==> src/rtl/dma_pkg.sv <==
package dma_pkg;
  localparam int ADDR_W     = 16;
  localparam int DATA_W     = 16;
  localparam int DESC_W     = 4 * ADDR_W;
  localparam int LEN_W      = 13;
  localparam int TRIG_SEL_W = 5;
  localparam int NUM_TRIG   = 1 << TRIG_SEL_W;

  typedef enum logic [1:0] {
    XFER_SINGLE     = 2'd0,
    XFER_BLOCK      = 2'd1,
    XFER_RPT_SINGLE = 2'd2,
    XFER_RPT_BLOCK  = 2'd3
  } xferType_e;

  typedef enum logic [1:0] {
    ST_IDLE  = 2'd0,
    ST_READ  = 2'd1,
    ST_WRITE = 2'd2
  } chState_e;

  // Control to datapath strobes
  typedef struct packed {
    logic reload;
    logic wrStb;
  } dpStrobe_t;
endpackage

==> src/rtl/dma_datapath.sv <==
module dma_datapath
  import dma_pkg::*;
(
  input  logic              clk,
  input  logic              rstN,
  input  logic              descLoad,
  input  logic [DESC_W-1:0] descIn,
  input  dpStrobe_t         stb,
  input  logic [DATA_W-1:0] memRdata,
  output logic [ADDR_W-1:0] srcAddr,
  output logic [ADDR_W-1:0] dstAddr,
  output logic [DATA_W-1:0] wrData,
  output logic              wordMode,
  output xferType_e         xferType,
  output logic [TRIG_SEL_W-1:0] trigSel,
  output logic              irqEn,
  output logic [1:0]        prio,
  output logic              lastElem
);
  logic [DESC_W-1:0] descQ;
  logic [ADDR_W-1:0] srcBase, dstBase;
  logic [2:0]        vlenMode;
  logic [LEN_W-1:0]  maxLen;
  logic [1:0]        srcStep, dstStep;
  logic              vlenEn, isVar;
  logic [1:0]        vlenOff;
  logic [DATA_W-1:0] lenElem;
  logic [ADDR_W:0]   sumLen;
  logic [ADDR_W-1:0] capLen, effTarget;
  logic [ADDR_W-1:0] movedQ, targetQ;
  logic [ADDR_W:0]   movedNext;
  logic              firstQ;

  always_ff @(posedge clk or negedge rstN) begin
    if (!rstN)         descQ <= '0;
    else if (descLoad) descQ <= descIn;
  end

  // Field decode (positions fixed by the descriptor layout)
  assign srcBase  = descQ[63:48];
  assign dstBase  = descQ[47:32];
  assign vlenMode = descQ[31:29];
  assign maxLen   = descQ[28:16];
  assign wordMode = descQ[15];
  assign xferType = xferType_e'(descQ[14:13]);
  assign trigSel  = descQ[12:8];
  assign srcStep  = descQ[7:6];
  assign dstStep  = descQ[5:4];
  assign irqEn    = descQ[3];
  assign vlenEn   = descQ[2];
  assign prio     = descQ[1:0];

  function automatic logic [ADDR_W-1:0] stepAmt(input logic [1:0] code, input logic word);
    logic [ADDR_W-1:0] elemSz;
    elemSz = word ? ADDR_W'(2) : ADDR_W'(1);
    case (code)
      2'd0:    stepAmt = '0;
      2'd1:    stepAmt = elemSz;
      2'd2:    stepAmt = elemSz << 1;
      default: stepAmt = ~elemSz + ADDR_W'(1);
    endcase
  endfunction

  // Variable length: count from the first element plus an offset
  assign isVar = vlenEn && (vlenMode >= 3'd1) && (vlenMode <= 3'd4);
  always_comb begin
    case (vlenMode)
      3'd1:    vlenOff = 2'd1;
      3'd3:    vlenOff = 2'd2;
      3'd4:    vlenOff = 2'd3;
      default: vlenOff = 2'd0;
    endcase
  end

  assign lenElem   = wordMode ? memRdata : {8'h00, memRdata[7:0]};
  assign sumLen    = {1'b0, lenElem} + (ADDR_W+1)'(vlenOff);
  assign capLen    = (sumLen > (ADDR_W+1)'(maxLen)) ? ADDR_W'(maxLen) : sumLen[ADDR_W-1:0];
  assign effTarget = (firstQ && isVar) ? capLen : targetQ;
  assign movedNext = {1'b0, movedQ} + (ADDR_W+1)'(1);
  assign lastElem  = movedNext >= {1'b0, effTarget};
  assign wrData    = lenElem;

  always_ff @(posedge clk or negedge rstN) begin
    if (!rstN) begin
      srcAddr <= '0;
      dstAddr <= '0;
      movedQ  <= '0;
      targetQ <= '0;
      firstQ  <= 1'b1;
    end else if (stb.reload) begin
      srcAddr <= srcBase;
      dstAddr <= dstBase;
      movedQ  <= '0;
      targetQ <= ADDR_W'(maxLen);
      firstQ  <= 1'b1;
    end else if (stb.wrStb) begin
      srcAddr <= srcAddr + stepAmt(srcStep, wordMode);
      dstAddr <= dstAddr + stepAmt(dstStep, wordMode);
      movedQ  <= movedNext[ADDR_W-1:0];
      targetQ <= effTarget;
      firstQ  <= 1'b0;
    end
  end


  word_align_keep_chk: assert property (@(posedge clk) disable iff (!rstN)
    (stb.wrStb && !stb.reload && wordMode && !descLoad)
      |=> (srcAddr[0] == $past(srcAddr[0]) && dstAddr[0] == $past(dstAddr[0])));


  reload_base_chk: assert property (@(posedge clk) disable iff (!rstN)
    (stb.reload && !descLoad) |=> (srcAddr == srcBase && dstAddr == dstBase));
endmodule

==> src/rtl/dma_ctrl.sv <==
module dma_ctrl
  import dma_pkg::*;
(
  input  logic                  clk,
  input  logic                  rstN,
  input  logic                  arm,
  input  logic                  abort,
  input  logic                  manualReq,
  input  logic                  prevDone,
  input  logic [NUM_TRIG-1:2]   periphTrig,
  input  logic [TRIG_SEL_W-1:0] trigSel,
  input  xferType_e             xferType,
  input  logic                  irqEn,
  input  logic                  lastElem,
  output dpStrobe_t             stb,
  output logic                  memReq,
  output logic                  memWe,
  output logic                  armed,
  output logic                  done,
  output logic                  irq
);
  chState_e           state, nextState;
  logic               nextArmed, finish, trigHit;
  logic [NUM_TRIG-1:0] trigAll;
  logic               isBlock, isRepeat, busIdleCut;

  assign trigAll  = {periphTrig, prevDone, manualReq};
  assign trigHit  = trigAll[trigSel];
  assign isBlock  = (xferType == XFER_BLOCK) || (xferType == XFER_RPT_BLOCK);
  assign isRepeat = (xferType == XFER_RPT_SINGLE) || (xferType == XFER_RPT_BLOCK);
  assign busIdleCut = abort || arm;

  always_comb begin
    stb       = '0;
    nextState = state;
    nextArmed = armed;
    finish    = 1'b0;
    if (abort) begin
      nextState = ST_IDLE;
      nextArmed = 1'b0;
    end else if (arm) begin
      nextState  = ST_IDLE;
      nextArmed  = 1'b1;
      stb.reload = 1'b1;
    end else begin
      case (state)
        ST_IDLE:  if (armed && trigHit) nextState = ST_READ;
        ST_READ:  nextState = ST_WRITE;
        ST_WRITE: begin
          stb.wrStb = 1'b1;
          if (lastElem) begin
            finish    = 1'b1;
            nextState = ST_IDLE;
            if (isRepeat) stb.reload = 1'b1;
            else          nextArmed  = 1'b0;
          end else begin
            nextState = isBlock ? ST_READ : ST_IDLE;
          end
        end
        default:  nextState = ST_IDLE;
      endcase
    end
  end

  always_ff @(posedge clk or negedge rstN) begin
    if (!rstN) begin
      state <= ST_IDLE;
      armed <= 1'b0;
      done  <= 1'b0;
      irq   <= 1'b0;
    end else begin
      state <= nextState;
      armed <= nextArmed;
      done  <= finish;
      irq   <= finish && irqEn;
    end
  end

  assign memReq = ((state == ST_READ) || (state == ST_WRITE)) && !busIdleCut;
  assign memWe  = (state == ST_WRITE) && !busIdleCut;


  abort_disarm_chk: assert property (@(posedge clk) disable iff (!rstN)
    abort |=> (!armed && !memReq));


  disarmed_quiet_chk: assert property (@(posedge clk) disable iff (!rstN)
    !armed |-> !memReq);


  done_pulse_chk: assert property (@(posedge clk) disable iff (!rstN)
    done |=> !done);


  irq_with_done_chk: assert property (@(posedge clk) disable iff (!rstN)
    irq |-> done);


  rpt_stay_armed_chk: assert property (@(posedge clk) disable iff (!rstN)
    (memWe && lastElem && isRepeat) |=> armed);
endmodule

==> src/rtl/dma_channel.sv <==
module dma_channel
  import dma_pkg::*;
(
  input  logic                clk,
  input  logic                rstN,
  input  logic                descLoad,
  input  logic [DESC_W-1:0]   descIn,
  input  logic                arm,
  input  logic                abort,
  input  logic                manualReq,
  input  logic                prevDone,
  input  logic [NUM_TRIG-1:2] periphTrig,
  output logic                memReq,
  output logic                memWe,
  output logic                memWord,
  output logic [ADDR_W-1:0]   memAddr,
  output logic [DATA_W-1:0]   memWdata,
  input  logic [DATA_W-1:0]   memRdata,
  output logic                armed,
  output logic                done,
  output logic                irq,
  output logic [1:0]          chanPrio
);
  dpStrobe_t             stb;
  logic [ADDR_W-1:0]     srcAddr, dstAddr;
  logic                  wordMode, irqEn, lastElem;
  xferType_e             xferType;
  logic [TRIG_SEL_W-1:0] trigSel;

  dma_datapath uDp (
    .clk(clk), .rstN(rstN), .descLoad(descLoad), .descIn(descIn),
    .stb(stb), .memRdata(memRdata), .srcAddr(srcAddr), .dstAddr(dstAddr),
    .wrData(memWdata), .wordMode(wordMode), .xferType(xferType),
    .trigSel(trigSel), .irqEn(irqEn), .prio(chanPrio), .lastElem(lastElem)
  );

  dma_ctrl uCtrl (
    .clk(clk), .rstN(rstN), .arm(arm), .abort(abort), .manualReq(manualReq),
    .prevDone(prevDone), .periphTrig(periphTrig), .trigSel(trigSel),
    .xferType(xferType), .irqEn(irqEn), .lastElem(lastElem), .stb(stb),
    .memReq(memReq), .memWe(memWe), .armed(armed), .done(done), .irq(irq)
  );

  assign memWord = wordMode;
  assign memAddr = memWe ? dstAddr : srcAddr;
endmodule

==> config.mk <==
export PLATFORM = sky130hd
export DESIGN_NAME = dma_channel
export DESIGN_NICKNAME = d
export VERILOG_FILES = /design/src/rtl/dma_pkg.sv /design/src/rtl/dma_datapath.sv /design/src/rtl/dma_ctrl.sv /design/src/rtl/dma_channel.sv
export SDC_FILE = /design/constraint.sdc
export NUM_CORES = 1
export LEC_CHECK = 0
export ABC_AREA = 1
export BUFFER_PORTS_ARGS = -buffer_cell sky130_fd_sc_hd__buf_2
export CORE_UTILIZATION = 50
export CTS_CLUSTER_DIAMETER = 200
export DETAILED_ROUTE_END_ITERATION = 6
export PLACE_DENSITY = 0.72
export SLEW_MARGIN = 10
export SYNTH_ARGS = -nofsm -noshare
export SYNTH_HDL_FRONTEND = slang
export SYNTH_SLANG_ARGS = --single-unit
==> constraint.sdc <==
create_clock -name clk -period 5.39 [get_ports clk]
set_input_delay 0.8085 -clock clk [delete_from_list [all_inputs] [get_ports clk]]
set_output_delay 0.8085 -clock clk [all_outputs]
set_load 0.005 [all_outputs]
==> impl_metrics.ini <==
[run_status]
status = completed

[synthesis]
synth_edf_count = 0
ys_warn_count = 0
syn_area_um2 = 9620
yosysTopAreaCellShare_pct = 34.6
synth.avg_cell_area_um2 = 7.42
synthArstFlopShare_pct = 100
synth_common_cells = 409 x nand2_1, 138 x inv_1, 133 x dfrtp_1
syn-instance-count = 1296
synth.most_common_cell = nand2_1
synth.area.top_cells = dfrtp_1 35%, nand2_1 16%, ha_1 8.6%, nand3_1 6.5%, inv_1 5.4%
ys_ff_latch = 134
yosysUniqueCellTypes = 44
synth_nets = 1482
yosysSeqAreaShare_pct = 34.9
synth_flop_cell = dfrtp_1
synth_area_leader_cell = dfrtp_1

[routing]
drc_errors = 0
via_per_inst = 5.25
routed_wl_um = 24500
ant_nets = 0
wl_per_cell_um = 14.5
first_pass_iters = 4
vias = 8856
drt_iter0_drc = 552

[power_and_ir_drop]
p_clk_share_pct = 37.3
finalPower_w = 0.00334
switching_share_pct = 33.1
internal-power_w = 0.00223
seq_power_share_pct = 36.0
combPwrFrac_pct = 26.7
p_sw_w = 0.00111
leakage_nw = 6.22
power_density_nw_per_um2 = 293
peakVddDrop_mv = 0.215

[run]
cap_violations = 0

[sta]
fin_crit_sh_pct = 93.7
hold_viol_final = 0
fin_crit_ns = 5.05
clock.fmax_mhz = 198
setup_viol = 0
finClkSkew_ns = 0.0111
slew_headroom_pct = 34.5
final_max_slew_viol_count = 0
worstMarginPinSlew_ns = 0.983
timing.setup.tns_ns = 0

[die]
start_util_pct = 51.2
die-area_um2 = 19800
die_x_um = 141
fp.dieH_um = 141
core_um2 = 18800
io_pins = 157
rows = 50

[grt]
gr-usage-all-layers_pct = 25.2
grt_pass1_vias = 8355
grt_max_degree = 104
grt_pass1_wl_um = 39800
grt-ovfl-total = 0
antenna_found_initial = 0

[layout]
area_delta_synth_final_pct = 18.3
final_nets = 1625
drive_gt1_share_pct = 20.9
num_antenna_cells = 0

[placed_design]
io_buffers = 156
gp_congestion = 0.920
dp_hpwl_um = 17300

[critical_path]
path_delay_family = simple AND/OR/NAND/NOR gates
crit_top_cell = nand2_1
slowest_stage = dfrtp_1
reg2reg_slack_ns = 0.34
crit_path_start_kind = flip-flop
cp_max_fo = 12
reg2regPathDepth = 36
crit_arrival_ns = 5.37
critPathKind = reg2reg
critPathBufInv = 6
critPathRequiredTime_ns = 5.71
r2r_start = uDp.descQ[29]$_DFFE_PN0P_
max_stage_delay_ns = 0.41
cp-startpoint = uDp.descQ[29]$_DFFE_PN0P_
regToRegEndpoint = uDp.srcAddr[15]$_DFFE_PN0P_
end_kind = flip-flop
cp-endpoint = uDp.srcAddr[15]$_DFFE_PN0P_
path_depth = 36

[clocking]
clkTransAtPathRegs_ns = 0.07
clock_sinks = 134
h-tree-depth = 4
cts-root-buf = clkbuf_16
cts_tree = yes
clock_latency_ns = 0.44
numCtsBuffers = 17
cts_max_path_buffers = 2

[worst_hold_path]
min_path_type = in2async
==> routing by layer <==
layer	share of wire, %	up-vias	global-route usage, %	routed length [um]
met5	0	-	0	0
met4	1.9	0	7.84	455
met3	3.7	39	4.48	908
met2	48	163	42.6	11800
met1	46	4166	32.9	11200
li1	-	4488	-	-
==> power by group through the flow <==
stage	combinational, W	sequential [W]	clock, W
after CTS	0.000851	0.00120	0.00126
after global routing	0.00101	0.00121	0.00130
after detailed placement	0.000843	0.00121	0
after global placement	0.000827	0.00121	0
after floorplan	0.000625	0.00118	0
final	0.000890	0.00120	0.00125
==> cells by family (layout without fill, tap and decap cells) <==
kind of cell	Yosys count	in the layout	synth area share (%)
adder cells (fa/ha/maj)	69	69	9.21
buffers and inverters	196	351	8.76
AO/OA/AOI/OAI	141	141	7.95
flip-flops	134	134	34.9
XOR/XNOR	52	52	4.74
AND/OR/NAND/NOR	667	668	30.1
multiplexers	37	37	4.33
==> cell type report <==
type / instances / area (um^2)
Clock buffer: 18 / 439
Tap cell: 234 / 293
Multi-Input combinational cell: 967 / 5570
Inverter: 142 / 536
Fill cell: 1691 / 7390
Clock inverter: 14 / 188
Sequential cell: 134 / 3350
Timing Repair Buffer: 177 / 997
==> flip-flops by register name (all words and copies together), names as in the netlist <==
signal and count:
uDp.srcAddr 16, uDp.targetQ 16, uDp.movedQ 16, uCtrl.state 2
uDp.descQ 64, uDp.firstQ 1, uCtrl.done 1, uCtrl.irq 1
uCtrl.armed 1, uDp.dstAddr 16
==> worst min-delay path by stage <==
stage | from | slack [ns] | end | depth (start not counted)
finish | rstN | 0.46 | uDp.descQ[26]$_DFFE_PN0P_ | 1
floorplan | uDp.descQ[32]$_DFFE_PN0P_ | 0.44 | uDp.dstAddr[0]$_DFFE_PN0P_ | 2
global route | uDp.descQ[41]$_DFFE_PN0P_ | 0.49 | uDp.dstAddr[9]$_DFFE_PN0P_ | 2
global placement | uDp.descQ[54]$_DFFE_PN0P_ | 0.45 | uDp.srcAddr[6]$_DFFE_PN0P_ | 2
detailed placement | uDp.descQ[57]$_DFFE_PN0P_ | 0.46 | uDp.srcAddr[9]$_DFFE_PN0P_ | 2
CTS | uDp.descQ[52]$_DFFE_PN0P_ | 0.47 | uDp.srcAddr[4]$_DFFE_PN0P_ | 2
==> cell usage in the layout, fill, tap and decap left out, types with 8 or more instances in the layout <==
cell | netlist | final
ha_1 | 66 | 60
nand3_1 | 124 | 124
nand4_1 | 23 | 23
nand2_1 | 409 | 403
buf_2 | 7 | 154
buf_4 | 12 | 17
dfrtp_1 | 133 | 133
xnor2_1 | 11 | 11
a21oi_1 | 46 | 44
nor2_1 | 65 | 62
clkbuf_16 | 0 | 18
o22ai_1 | 8 | 8
mux2_2 | 37 | 37
inv_1 | 138 | 137
o21ai_0 | 71 | 70
nand2_2 | 3 | 8
xor2_1 | 41 | 41
or2_2 | 8 | 8
==> stage by stage <==
| step | util (%) | area (um^2) | setup slack [ns] | hold WS (ns) | std cells |
|---|---|---|---|---|---|
| floorplan | - | 9620 | 0.440 | 0.438 | 1296 |
| global placement | 56.2 | 10500 | 0.179 | 0.448 | 1648 |
| detailed placement | 56.2 | 10500 | 0.0311 | 0.456 | 1648 |
| CTS | 59.5 | 11200 | 0.124 | 0.471 | 1680 |
| global route | 60.6 | 11400 | -0.00811 | 0.489 | 1686 |
| finish | 60.6 | 11400 | 0.340 | 0.458 | 1686 |
==> worst register-to-register path: cells and delay by family (launching register included) <==
family | cells | cell delay, ns
AOI/OAI and AO/OA | 2 | 0.23
xor gates and xnor gates | 1 | 0.13
adders and majority gates | 4 | 1.16
buffers and inverters | 6 | 0.64
DFF | 1 | 0.41
and+or+nand+nor | 23 | 2.34
==> repair_timing <==
| action | in CTS | in global routing |
|---|---|---|
| hold buffers | 0 | 0 |
| buffers inserted | 0 | 4 |
| endpoints found under the setup margin | 0 | 69 |
| resized for setup | 0 | 29 |
(Power assumes the default switching activity.)
